==> config.mk <==
export PLATFORM = sky130hd
export DESIGN_NAME = gpio_edge_ctrl
export DESIGN_NICKNAME = d
export VERILOG_FILES = /design/src/rtl/gpio_pkg.sv /design/src/rtl/gpio_sync.sv /design/src/rtl/gpio_edge.sv /design/src/rtl/gpio_irq.sv /design/src/rtl/gpio_pinctl.sv /design/src/rtl/gpio_edge_ctrl.sv
export SDC_FILE = /design/constraint.sdc
export NUM_CORES = 1
export LEC_CHECK = 0
export BUFFER_PORTS_ARGS = -buffer_cell sky130_fd_sc_hd__buf_2
export CELL_PAD_IN_SITES_DETAIL_PLACEMENT = 2
export CELL_PAD_IN_SITES_GLOBAL_PLACEMENT = 2
export CORE_ASPECT_RATIO = 1.25
export CORE_MARGIN = 5
export CORE_UTILIZATION = 34
export DETAILED_ROUTE_END_ITERATION = 10
export PLACE_DENSITY_LB_ADDON = 0.1
export REMOVE_ABC_BUFFERS = 1
export SLEW_MARGIN = 5
export SYNTH_ARGS = -nofsm -noshare
export SYNTH_HDL_FRONTEND = slang
export SYNTH_SLANG_ARGS = --single-unit
export TNS_END_PERCENT = 100
==> constraint.sdc <==
create_clock -name clk -period 1.19 [get_ports clk]
set_input_delay 0.119 -clock clk [delete_from_list [all_inputs] [get_ports clk]]
set_output_delay 0.119 -clock clk [all_outputs]
set_load 0.01 [all_outputs]
==> src/rtl/gpio_pkg.sv <==
package gpio_pkg;
    localparam int REG_W        = 32;
    localparam int NIB_W        = 4;
    localparam int PINS_PER_REG = REG_W / NIB_W;
    localparam int NIB_OUT      = 0;
    localparam int NIB_DIR      = 1;

    function automatic logic [NIB_W-1:0] make_nibble(input logic sense,
                                                     input logic in_mode,
                                                     input logic level);
        return {1'b0, sense, in_mode, level};
    endfunction
endpackage

==> src/rtl/gpio_sync.sv <==
module gpio_sync #(
    parameter int W = 32
) (
    input  logic         clk,
    input  logic         rst_n,
    input  logic [W-1:0] async_i,
    output logic [W-1:0] sync_o
);
    typedef struct packed {
        logic [W-1:0] meta;
        logic [W-1:0] stable;
    } sync_t;

    sync_t s_d, s_q;

    always_comb begin
        s_d        = s_q;
        s_d.meta   = async_i;
        s_d.stable = s_q.meta;
    end

    always_ff @(posedge clk or negedge rst_n) begin
        if (!rst_n) begin
            s_q <= '0;
        end else begin
            s_q <= s_d;
        end
    end

    assign sync_o = s_q.stable;
endmodule

==> src/rtl/gpio_edge.sv <==
module gpio_edge #(
    parameter int W = 16
) (
    input  logic         clk,
    input  logic         rst_n,
    input  logic [W-1:0] sync_i,
    output logic [W-1:0] rise_o,
    output logic [W-1:0] fall_o
);
    typedef struct packed {
        logic [W-1:0] prev;
    } edge_t;

    edge_t s_d, s_q;

    always_comb begin
        s_d      = s_q;
        s_d.prev = sync_i;
    end

    always_ff @(posedge clk or negedge rst_n) begin
        if (!rst_n) begin
            s_q <= '0;
        end else begin
            s_q <= s_d;
        end
    end

    assign rise_o = sync_i & ~s_q.prev;
    assign fall_o = ~sync_i & s_q.prev;


    quiet_input_chk: assert property (@(posedge clk) disable iff (!rst_n)
        $stable(sync_i) |-> ((rise_o | fall_o) == '0))
        else $error("edge reported on a steady input");
endmodule

==> src/rtl/gpio_irq.sv <==
module gpio_irq #(
    parameter int IRQ_PINS = 16
) (
    input  logic                  clk,
    input  logic                  rst_n,
    input  logic [IRQ_PINS-1:0]   rise_i,
    input  logic [IRQ_PINS-1:0]   fall_i,
    input  logic                  en_wr_i,
    input  logic                  st_wr_i,
    input  logic [2*IRQ_PINS-1:0] wdata_i,
    output logic [2*IRQ_PINS-1:0] enable_o,
    output logic [2*IRQ_PINS-1:0] status_o,
    output logic                  irq_o
);
    localparam int EV_W = 2 * IRQ_PINS;

    typedef struct packed {
        logic [EV_W-1:0] en;
        logic [EV_W-1:0] st;
    } irq_state_t;

    irq_state_t s_d, s_q;
    logic [EV_W-1:0] evt;
    logic [EV_W-1:0] clr_mask;

    assign evt      = {fall_i, rise_i};
    assign clr_mask = st_wr_i ? wdata_i : '0;

    always_comb begin
        s_d = s_q;
        if (en_wr_i) begin
            s_d.en = wdata_i;
        end
        s_d.st = (s_q.st & ~clr_mask) | evt;
    end

    always_ff @(posedge clk or negedge rst_n) begin
        if (!rst_n) begin
            s_q <= '0;
        end else begin
            s_q <= s_d;
        end
    end

    assign enable_o = s_q.en;
    assign status_o = s_q.st;
    assign irq_o    = |(s_q.st & s_q.en);


    edge_beats_clear_chk: assert property (@(posedge clk) disable iff (!rst_n)
        ((evt & clr_mask) != '0) |=> ((s_q.st & $past(evt & clr_mask)) == $past(evt & clr_mask)))
        else $error("clear overrode a same-cycle edge");


    sticky_status_chk: assert property (@(posedge clk) disable iff (!rst_n)
        1'b1 |=> ((s_q.st & $past(s_q.st & ~clr_mask)) == $past(s_q.st & ~clr_mask)))
        else $error("status bit dropped without a clearing write");


    status_needs_event_chk: assert property (@(posedge clk) disable iff (!rst_n)
        1'b1 |=> ((s_q.st & ~$past(s_q.st) & ~$past(evt)) == '0))
        else $error("status bit set without an edge");
endmodule

==> src/rtl/gpio_pinctl.sv <==
module gpio_pinctl
    import gpio_pkg::*;
#(
    parameter int NUM_PINS = 32
) (
    input  logic                    clk,
    input  logic                    rst_n,
    input  logic [NUM_PINS/PINS_PER_REG-1:0] wr_sel_i,
    input  logic [PINS_PER_REG-1:0] w_out_i,
    input  logic [PINS_PER_REG-1:0] w_dir_i,
    output logic [NUM_PINS-1:0]     level_o,
    output logic [NUM_PINS-1:0]     in_mode_o
);
    localparam int CTRL_REGS = NUM_PINS / PINS_PER_REG;

    typedef struct packed {
        logic [NUM_PINS-1:0] level;
        logic [NUM_PINS-1:0] in_mode;
    } pin_state_t;

    pin_state_t s_d, s_q;

    always_comb begin
        s_d = s_q;
        for (int r = 0; r < CTRL_REGS; r++) begin
            if (wr_sel_i[r]) begin
                s_d.level[r*PINS_PER_REG +: PINS_PER_REG]   = w_out_i;
                s_d.in_mode[r*PINS_PER_REG +: PINS_PER_REG] = w_dir_i;
            end
        end
    end

    always_ff @(posedge clk or negedge rst_n) begin
        if (!rst_n) begin
            s_q.level   <= '0;
            s_q.in_mode <= '1;
        end else begin
            s_q <= s_d;
        end
    end

    assign level_o   = s_q.level;
    assign in_mode_o = s_q.in_mode;

    for (genvar r = 0; r < CTRL_REGS; r++) begin : g_word_chk

        ctrl_load_chk: assert property (@(posedge clk) disable iff (!rst_n)
            wr_sel_i[r] |=> (s_q.level[r*PINS_PER_REG +: PINS_PER_REG] == $past(w_out_i)
                          && s_q.in_mode[r*PINS_PER_REG +: PINS_PER_REG] == $past(w_dir_i)))
            else $error("control word %0d did not take the written value", r);
    end
endmodule

==> src/rtl/gpio_edge_ctrl.sv <==
module gpio_edge_ctrl
    import gpio_pkg::*;
#(
    parameter int NUM_PINS = 32,
    parameter int IRQ_PINS = 16,
    parameter int ADDR_W   = 3
) (
    input  logic                clk,
    input  logic                rst_n,
    input  logic                wr_en_i,
    input  logic [ADDR_W-1:0]   addr_i,
    input  logic [REG_W-1:0]    wdata_i,
    output logic [REG_W-1:0]    rdata_o,
    input  logic [NUM_PINS-1:0] pad_in_i,
    output logic [NUM_PINS-1:0] pad_out_o,
    output logic [NUM_PINS-1:0] pad_oe_o,
    output logic                irq_o
);
    localparam int CTRL_REGS   = NUM_PINS / PINS_PER_REG;
    localparam int ENABLE_ADDR = CTRL_REGS;
    localparam int STATUS_ADDR = CTRL_REGS + 1;

    logic [CTRL_REGS-1:0]    ctrl_wr;
    logic [PINS_PER_REG-1:0] w_out;
    logic [PINS_PER_REG-1:0] w_dir;
    logic                    en_wr;
    logic                    st_wr;
    logic [NUM_PINS-1:0]     sense;
    logic [NUM_PINS-1:0]     level;
    logic [NUM_PINS-1:0]     in_mode;
    logic [IRQ_PINS-1:0]     rise;
    logic [IRQ_PINS-1:0]     fall;
    logic [2*IRQ_PINS-1:0]   enable;
    logic [2*IRQ_PINS-1:0]   status;

    always_comb begin
        for (int r = 0; r < CTRL_REGS; r++) begin
            ctrl_wr[r] = wr_en_i && (addr_i == ADDR_W'(r));
        end
    end

    assign en_wr = wr_en_i && (addr_i == ADDR_W'(ENABLE_ADDR));
    assign st_wr = wr_en_i && (addr_i == ADDR_W'(STATUS_ADDR));

    for (genvar j = 0; j < PINS_PER_REG; j++) begin : g_field
        assign w_out[j] = wdata_i[j*NIB_W + NIB_OUT];
        assign w_dir[j] = wdata_i[j*NIB_W + NIB_DIR];
    end

    gpio_sync #(.W(NUM_PINS)) u_sync (
        .clk     (clk),
        .rst_n   (rst_n),
        .async_i (pad_in_i),
        .sync_o  (sense)
    );

    gpio_edge #(.W(IRQ_PINS)) u_edge (
        .clk    (clk),
        .rst_n  (rst_n),
        .sync_i (sense[IRQ_PINS-1:0]),
        .rise_o (rise),
        .fall_o (fall)
    );

    gpio_irq #(.IRQ_PINS(IRQ_PINS)) u_irq (
        .clk      (clk),
        .rst_n    (rst_n),
        .rise_i   (rise),
        .fall_i   (fall),
        .en_wr_i  (en_wr),
        .st_wr_i  (st_wr),
        .wdata_i  (wdata_i),
        .enable_o (enable),
        .status_o (status),
        .irq_o    (irq_o)
    );

    gpio_pinctl #(.NUM_PINS(NUM_PINS)) u_pinctl (
        .clk       (clk),
        .rst_n     (rst_n),
        .wr_sel_i  (ctrl_wr),
        .w_out_i   (w_out),
        .w_dir_i   (w_dir),
        .level_o   (level),
        .in_mode_o (in_mode)
    );

    assign pad_out_o = level;
    assign pad_oe_o  = ~in_mode;

    always_comb begin
        rdata_o = '0;
        for (int r = 0; r < CTRL_REGS; r++) begin
            if (addr_i == ADDR_W'(r)) begin
                for (int j = 0; j < PINS_PER_REG; j++) begin
                    rdata_o[j*NIB_W +: NIB_W] = make_nibble(sense[r*PINS_PER_REG + j],
                                                            in_mode[r*PINS_PER_REG + j],
                                                            level[r*PINS_PER_REG + j]);
                end
            end
        end
        if (addr_i == ADDR_W'(ENABLE_ADDR)) begin
            rdata_o = enable;
        end
        if (addr_i == ADDR_W'(STATUS_ADDR)) begin
            rdata_o = status;
        end
    end


    irq_source_chk: assert property (@(posedge clk) disable iff (!rst_n)
        irq_o |-> (status != '0))
        else $error("interrupt raised with empty status");


    rsvd_write_chk: assert property (@(posedge clk) disable iff (!rst_n)
        (wr_en_i && addr_i > ADDR_W'(STATUS_ADDR))
            |=> ($stable(pad_out_o) && $stable(pad_oe_o) && $stable(enable)))
        else $error("reserved write changed state");


    idle_pads_chk: assert property (@(posedge clk) disable iff (!rst_n)
        !wr_en_i |=> ($stable(pad_out_o) && $stable(pad_oe_o)))
        else $error("pin outputs moved without a write");
endmodule

; ---- Word level (Yosys, flattened, before mapping)
; Index checks and enable logic that the tools add are counted.
[word_totals]
n_memories = 0
latchBits = 0
reg_bits = 208
ram_bits = 0
input_bits = 70
rom_bits = 0
word_cells = 42
[classes]
n_shift = 0
n_mux = 7
div = 0
reduce_logical = 8
eq_ne = 5
n_addsub = 0
n_lt_le_gt_ge = 0
bitwise_logic = 9
n_mul = 0
[ops]
columns = op, n
row1 = 32-bit two-way mux, 6
row2 = 32-bit bitwise AND, 2
row3 = 32-bit NOT, 2
row4 = 16-bit bitwise AND, 2
row5 = 16-bit NOT, 2
row6 = 32-bit bitwise OR, 1
row7 = 32-bit OR reduction, 1
row8 = 31-bit two-way mux, 1
row9 = "3-bit by 2-bit equality test with 1-bit output, second input constant", 2
row10 = "3-bit equality test, second input constant", 2
row11 = 1-bit logical AND, 6
row12 = "3-bit by 1-bit equality test with 1-bit output, second input constant", 1
row13 = 3-bit logical NOT, 1

; ---- Logic depth before layout (Yosys ltp)
[depth]
word_depth = 7
depth_mapped = 6
ltp_nobuf = 3

; ---- Hierarchy
; Synthesis repeated with hierarchy kept, for this count alone.
[unflattened]
hier_cells = 635
area_unflattened_um2 = 9165.0
[modules_own_cells]
columns = module, instances, cells_each, seq_area_each_um2, area_each_um2
row1 = gpio_pinctl, 1, 136, 1641.6, 2637.5
row2 = gpio_irq, 1, 188, 1601.5, 2514.9
row3 = gpio_edge_ctrl, 1, 199, 0.0, 1730.4
row4 = gpio_sync, 1, 64, 1601.5, 1601.5
row5 = gpio_edge, 1, 48, 400.4, 680.7

; ---- Worst setup path before layout
; Ideal clock, no wire load.
[synth_path]
path_type = reg2out
startpoint = register u_irq.s_q, in the netlist u_irq.enable_o[18]
endpoint = output irq_o
slack_ns = -0.134
t_arrival_ns = 1.205
t_required_ns = 1.071
stages_incl_launch_ff = 4
cell_sequence = dfrtp_1 > a22oi_1 > nand4_1 > or4_1
[synth_via]
elab_chain_len = 2
[synth_rtl]
columns = item, line_no
row1 = "start, declared", gpio_irq.sv:22  ; irq_state_t s_d, s_q;
row2 = "start signal, assigned", gpio_irq.sv:39  ; s_q <= '0;
row3 = "start signal, assigned", gpio_irq.sv:41  ; s_q <= s_d;
row4 = 32-bit bitwise AND, gpio_irq.sv:47  ; assign irq_o = |(s_q.st & s_q.en);
row5 = 32-bit OR reduction, gpio_irq.sv:47
row6 = "end, declared", gpio_edge_ctrl.sv:17  ; output logic irq_o
; No other way between the ends.

; ---- Worst setup path after layout
[layout_path]
startpoint = register u_irq.s_q, in the netlist u_irq.enable_o[20]
endpoint = output irq_o
; Same word-level chain as after synthesis.

==> impl_metrics.env <==
export IMPL_initial_core_util_pct=34.6
export IMPL_io_pins=167
export IMPL_fin_cells=1409
export IMPL_antenna_found_initial=0
export IMPL_leakage_uw=0.00647
export IMPL_synth_top_flop_cell="dfrtp_1"
export IMPL_pwr_share_seq_pct=37.8
export IMPL_dr_pass1_iters=4
export IMPL_nets=1134
export IMPL_pre_cts_slack_ns=-0.662
export IMPL_skew_ns=0.00680
export IMPL_switching_share_pct=29.0
export IMPL_synth_top_area_share_pct=51.8
export IMPL_dp_cells=1237
export IMPL_cts_tree="done"
export IMPL_crit_buf_inv=1
export IMPL_vias_per_cell=5.03
export IMPL_ys_async_sr_fraction_pct=100
export IMPL_p_sw_uw=6850
export IMPL_drt_total_wl_um=38500
export IMPL_dieHeight_um=187
export IMPL_rows=64
export IMPL_min_period_ns=2.26
export IMPL_drive_above_1_share_pct=61.6
export IMPL_coreArea_um2=24600
export IMPL_yosysMostFrequentCell="dfrtp_1"
export IMPL_min_path_type="in -> async"
export IMPL_syn2layout_area_growth_pct=63.4
export IMPL_crit_required_ns=1.07
export IMPL_drtIter0Drc=196
export IMPL_p_clk_share_pct=31.5
export IMPL_p_per_area_nw_per_um2=1700
export IMPL_avgSynthCellArea_um2=14.1
export IMPL_dr_total_vias=7083
export IMPL_synth_edf_count=0
export IMPL_synth_seq_area_share_pct=61.6
export IMPL_numPortBuffers=166
export IMPL_max_vdd_ir_drop_mv=1.38
export IMPL_violations="setup timing"
export IMPL_worst_setup_path_type="reg -> out"
export IMPL_drtAntennaViolNets=0
export IMPL_status="finished, violations left"
export IMPL_clk_pin_slew_ns=0.07
export IMPL_drc=0
export IMPL_relSlewSlack_pct=73.4
export IMPL_die_area_um2=28300
export IMPL_combPwrFrac_pct=30.7
export IMPL_htree_levels=1
export IMPL_synth_area_leader_cell="dfrtp_1"
export IMPL_placed_cell_area_um2=11000
export IMPL_cts_sinks=208
export IMPL_grt_pass1_vias=8239
export IMPL_tightest_slew_ns=0.398
export IMPL_clkLatencyLatePin_ns=0.51
export IMPL_grt_pass1_wl_um=50700
export IMPL_grtUsageTotal_pct=23.5
export IMPL_syn_instance_count=604
export IMPL_hold_viol=0
export IMPL_syn_area_um2=8510
export IMPL_cts_root_buf="clkbuf_16"
export IMPL_setup_viol=98
export IMPL_cpMaxStageDelayCell="or4_4"
export IMPL_yosys_warnings=0
export IMPL_worstPathCellList="a22oi_1, nand4_1, or4_4, buf_6"
export IMPL_globalplace_congestion=0.805
export IMPL_report_final_slew_viol_count=0
export IMPL_insertedDiodeCount=0
export IMPL_fin_ws_ns=-1.07
export IMPL_cp_start_kind="flip-flop"
export IMPL_routedWlPerCell_um=27.3
export IMPL_numCtsBuffers=22
export IMPL_fin_crit_sh_pct=190
export IMPL_grt_max_degree=46
export IMPL_max_freq_ghz=0.442
export IMPL_cpLargestDelayFamily="simple AND/OR/NAND/NOR gates"
export IMPL_cpPeakStageDelay_ns=0.55
export IMPL_dpl_hpwl_um=21400
export IMPL_maxCapViolations=0
export IMPL_worst_path_max_fanout=2
export IMPL_critPathArrivalTime_ns=2.14
export IMPL_final_area_um2=13900
export IMPL_rsz0062_at_grt="yes"
export IMPL_fp_dieW_um=151
export IMPL_ys_top_cells_by_count="dfrtp_1, mux2_2, inv_1"
export IMPL_p_int_uw=16800
export IMPL_clock_path_buffers=3
export IMPL_ys_top_cells_by_area="dfrtp_1, mux2_2, dfstp_2"
export IMPL_yosysUniqueCellTypes=28
export IMPL_synth_seq_cells=208
export IMPL_critPathCaptureType="output pin"
export IMPL_grt_ovfl_total=0
[power by group through the flow]
stage	logic, µW	clock network, µW	registers, µW
after floorplan	1710	0	8840
after global placement	4550	0	8710
after detailed placement	4720	0	8820
after CTS	6210	7480	8820
after global routing	7630	7880	9010
final	7260	7450	8940
[worst paths after layout]
| kind | endpoint | from | slack (ns) | depth (start not counted) |
|---|---|---|---|---|
| worst min register to register | u_sync.sync_o[18] | u_sync.s_d[18] | 0.35 | 0 |
| worst min-delay path | u_pinctl.level_o[23] | rst_n | 0.08 | 2 |
| min in group clk | u_sync.s_d[1] | pad_in_i[1] | 0.25 | 2 |
| worst max register to register | u_pinctl.in_mode_o[15] | u_pinctl.in_mode_o[15] | -0.04 | 4 |
| max in group asynchronous | u_sync.s_d[12] | rst_n | 0.48 | 3 |
| worst max-delay path | irq_o | u_irq.enable_o[20] | -1.07 | 4 |
[flip-flops by register name (all words and copies together), names as in the netlist]
| register | cells |
|---|---|
| u_sync.sync_o | 32 |
| u_pinctl.in_mode_o | 32 |
| u_irq.enable_o | 32 |
| u_irq.status_o | 32 |
| u_pinctl.level_o | 32 |
| u_edge.s_q | 16 |
| u_sync.s_d | 32 |
[cell usage in the layout, fill, tap and decap left out, drive strengths merged, types with 4 or more instances in the layout]
cell type / Yosys / routed
dfstp: 32 / 32
o22ai: 24 / 24
mux4: 24 / 24
dfrtp: 176 / 176
dlygate4sd3: 0 / 65
clkinv: 0 / 4
o21ai: 16 / 16
nand4: 4 / 4
buf: 25 / 402
mux2i: 32 / 32
clkbuf: 6 / 33
mux2: 80 / 80
a22oi: 16 / 16
o2bb2ai: 16 / 16
inv: 72 / 72
nor2: 8 / 8
nand2: 49 / 49
a22o: 16 / 16
[cells by family (layout without fill, tap and decap cells)]
group	after synthesis	after routing	synth area share (%)
flops	208	208	61.6
mux	136	136	20.8
buf+inv	103	578	5.90
compound gates	88	88	7.41
simple gates	69	69	4.21
[metrics by stage]
step / utilization [%] / setup TNS, ns / hold slack (ns) / power [µW]
2_1_floorplan: - / -36.95 / -0.177 / 10600
3_3_place_gp: 44.7 / -44.72 / 0.0159 / 13300
3_5_place_dp: 44.7 / -51.34 / 0.0142 / 13500
4_1_cts: 54.2 / -27.45 / 0.0773 / 22500
5_1_grt: 56.5 / -33.21 / 0.0985 / 24500
6_report: 56.5 / -29.64 / 0.0838 / 23700
[cell type report]
cell class / instances / area, µm²
Sequential cell: 208 / 5250
Tap cell: 330 / 413
Inverter: 72 / 300
Multi-Input combinational cell: 293 / 2960
Clock inverter: 6 / 80.1
Timing Repair Buffer: 467 / 4210
Fill cell: 2272 / 10700
Clock buffer: 33 / 694
[routing by layer]
metal | GRT usage, % | vias up | wire (µm)
li1 | - | 3036 | -
met1 | 26.3 | 3766 | 14200
met2 | 45.8 | 200 | 21500
met3 | 3.22 | 81 | 1290
met4 | 5.95 | 0 | 1540
met5 | 0 | - | 0
[timing repair]
item                                    in CTS  in global routing
endpoints found under the setup margin      97                 97
pin swaps                                   11                  7
hold buffers                                65                  0
resized for setup                          216                 70
hold endpoints to repair                   361                  0
setup buffers                               29                 80
Note: power is estimated with default switching activity, not from simulation.
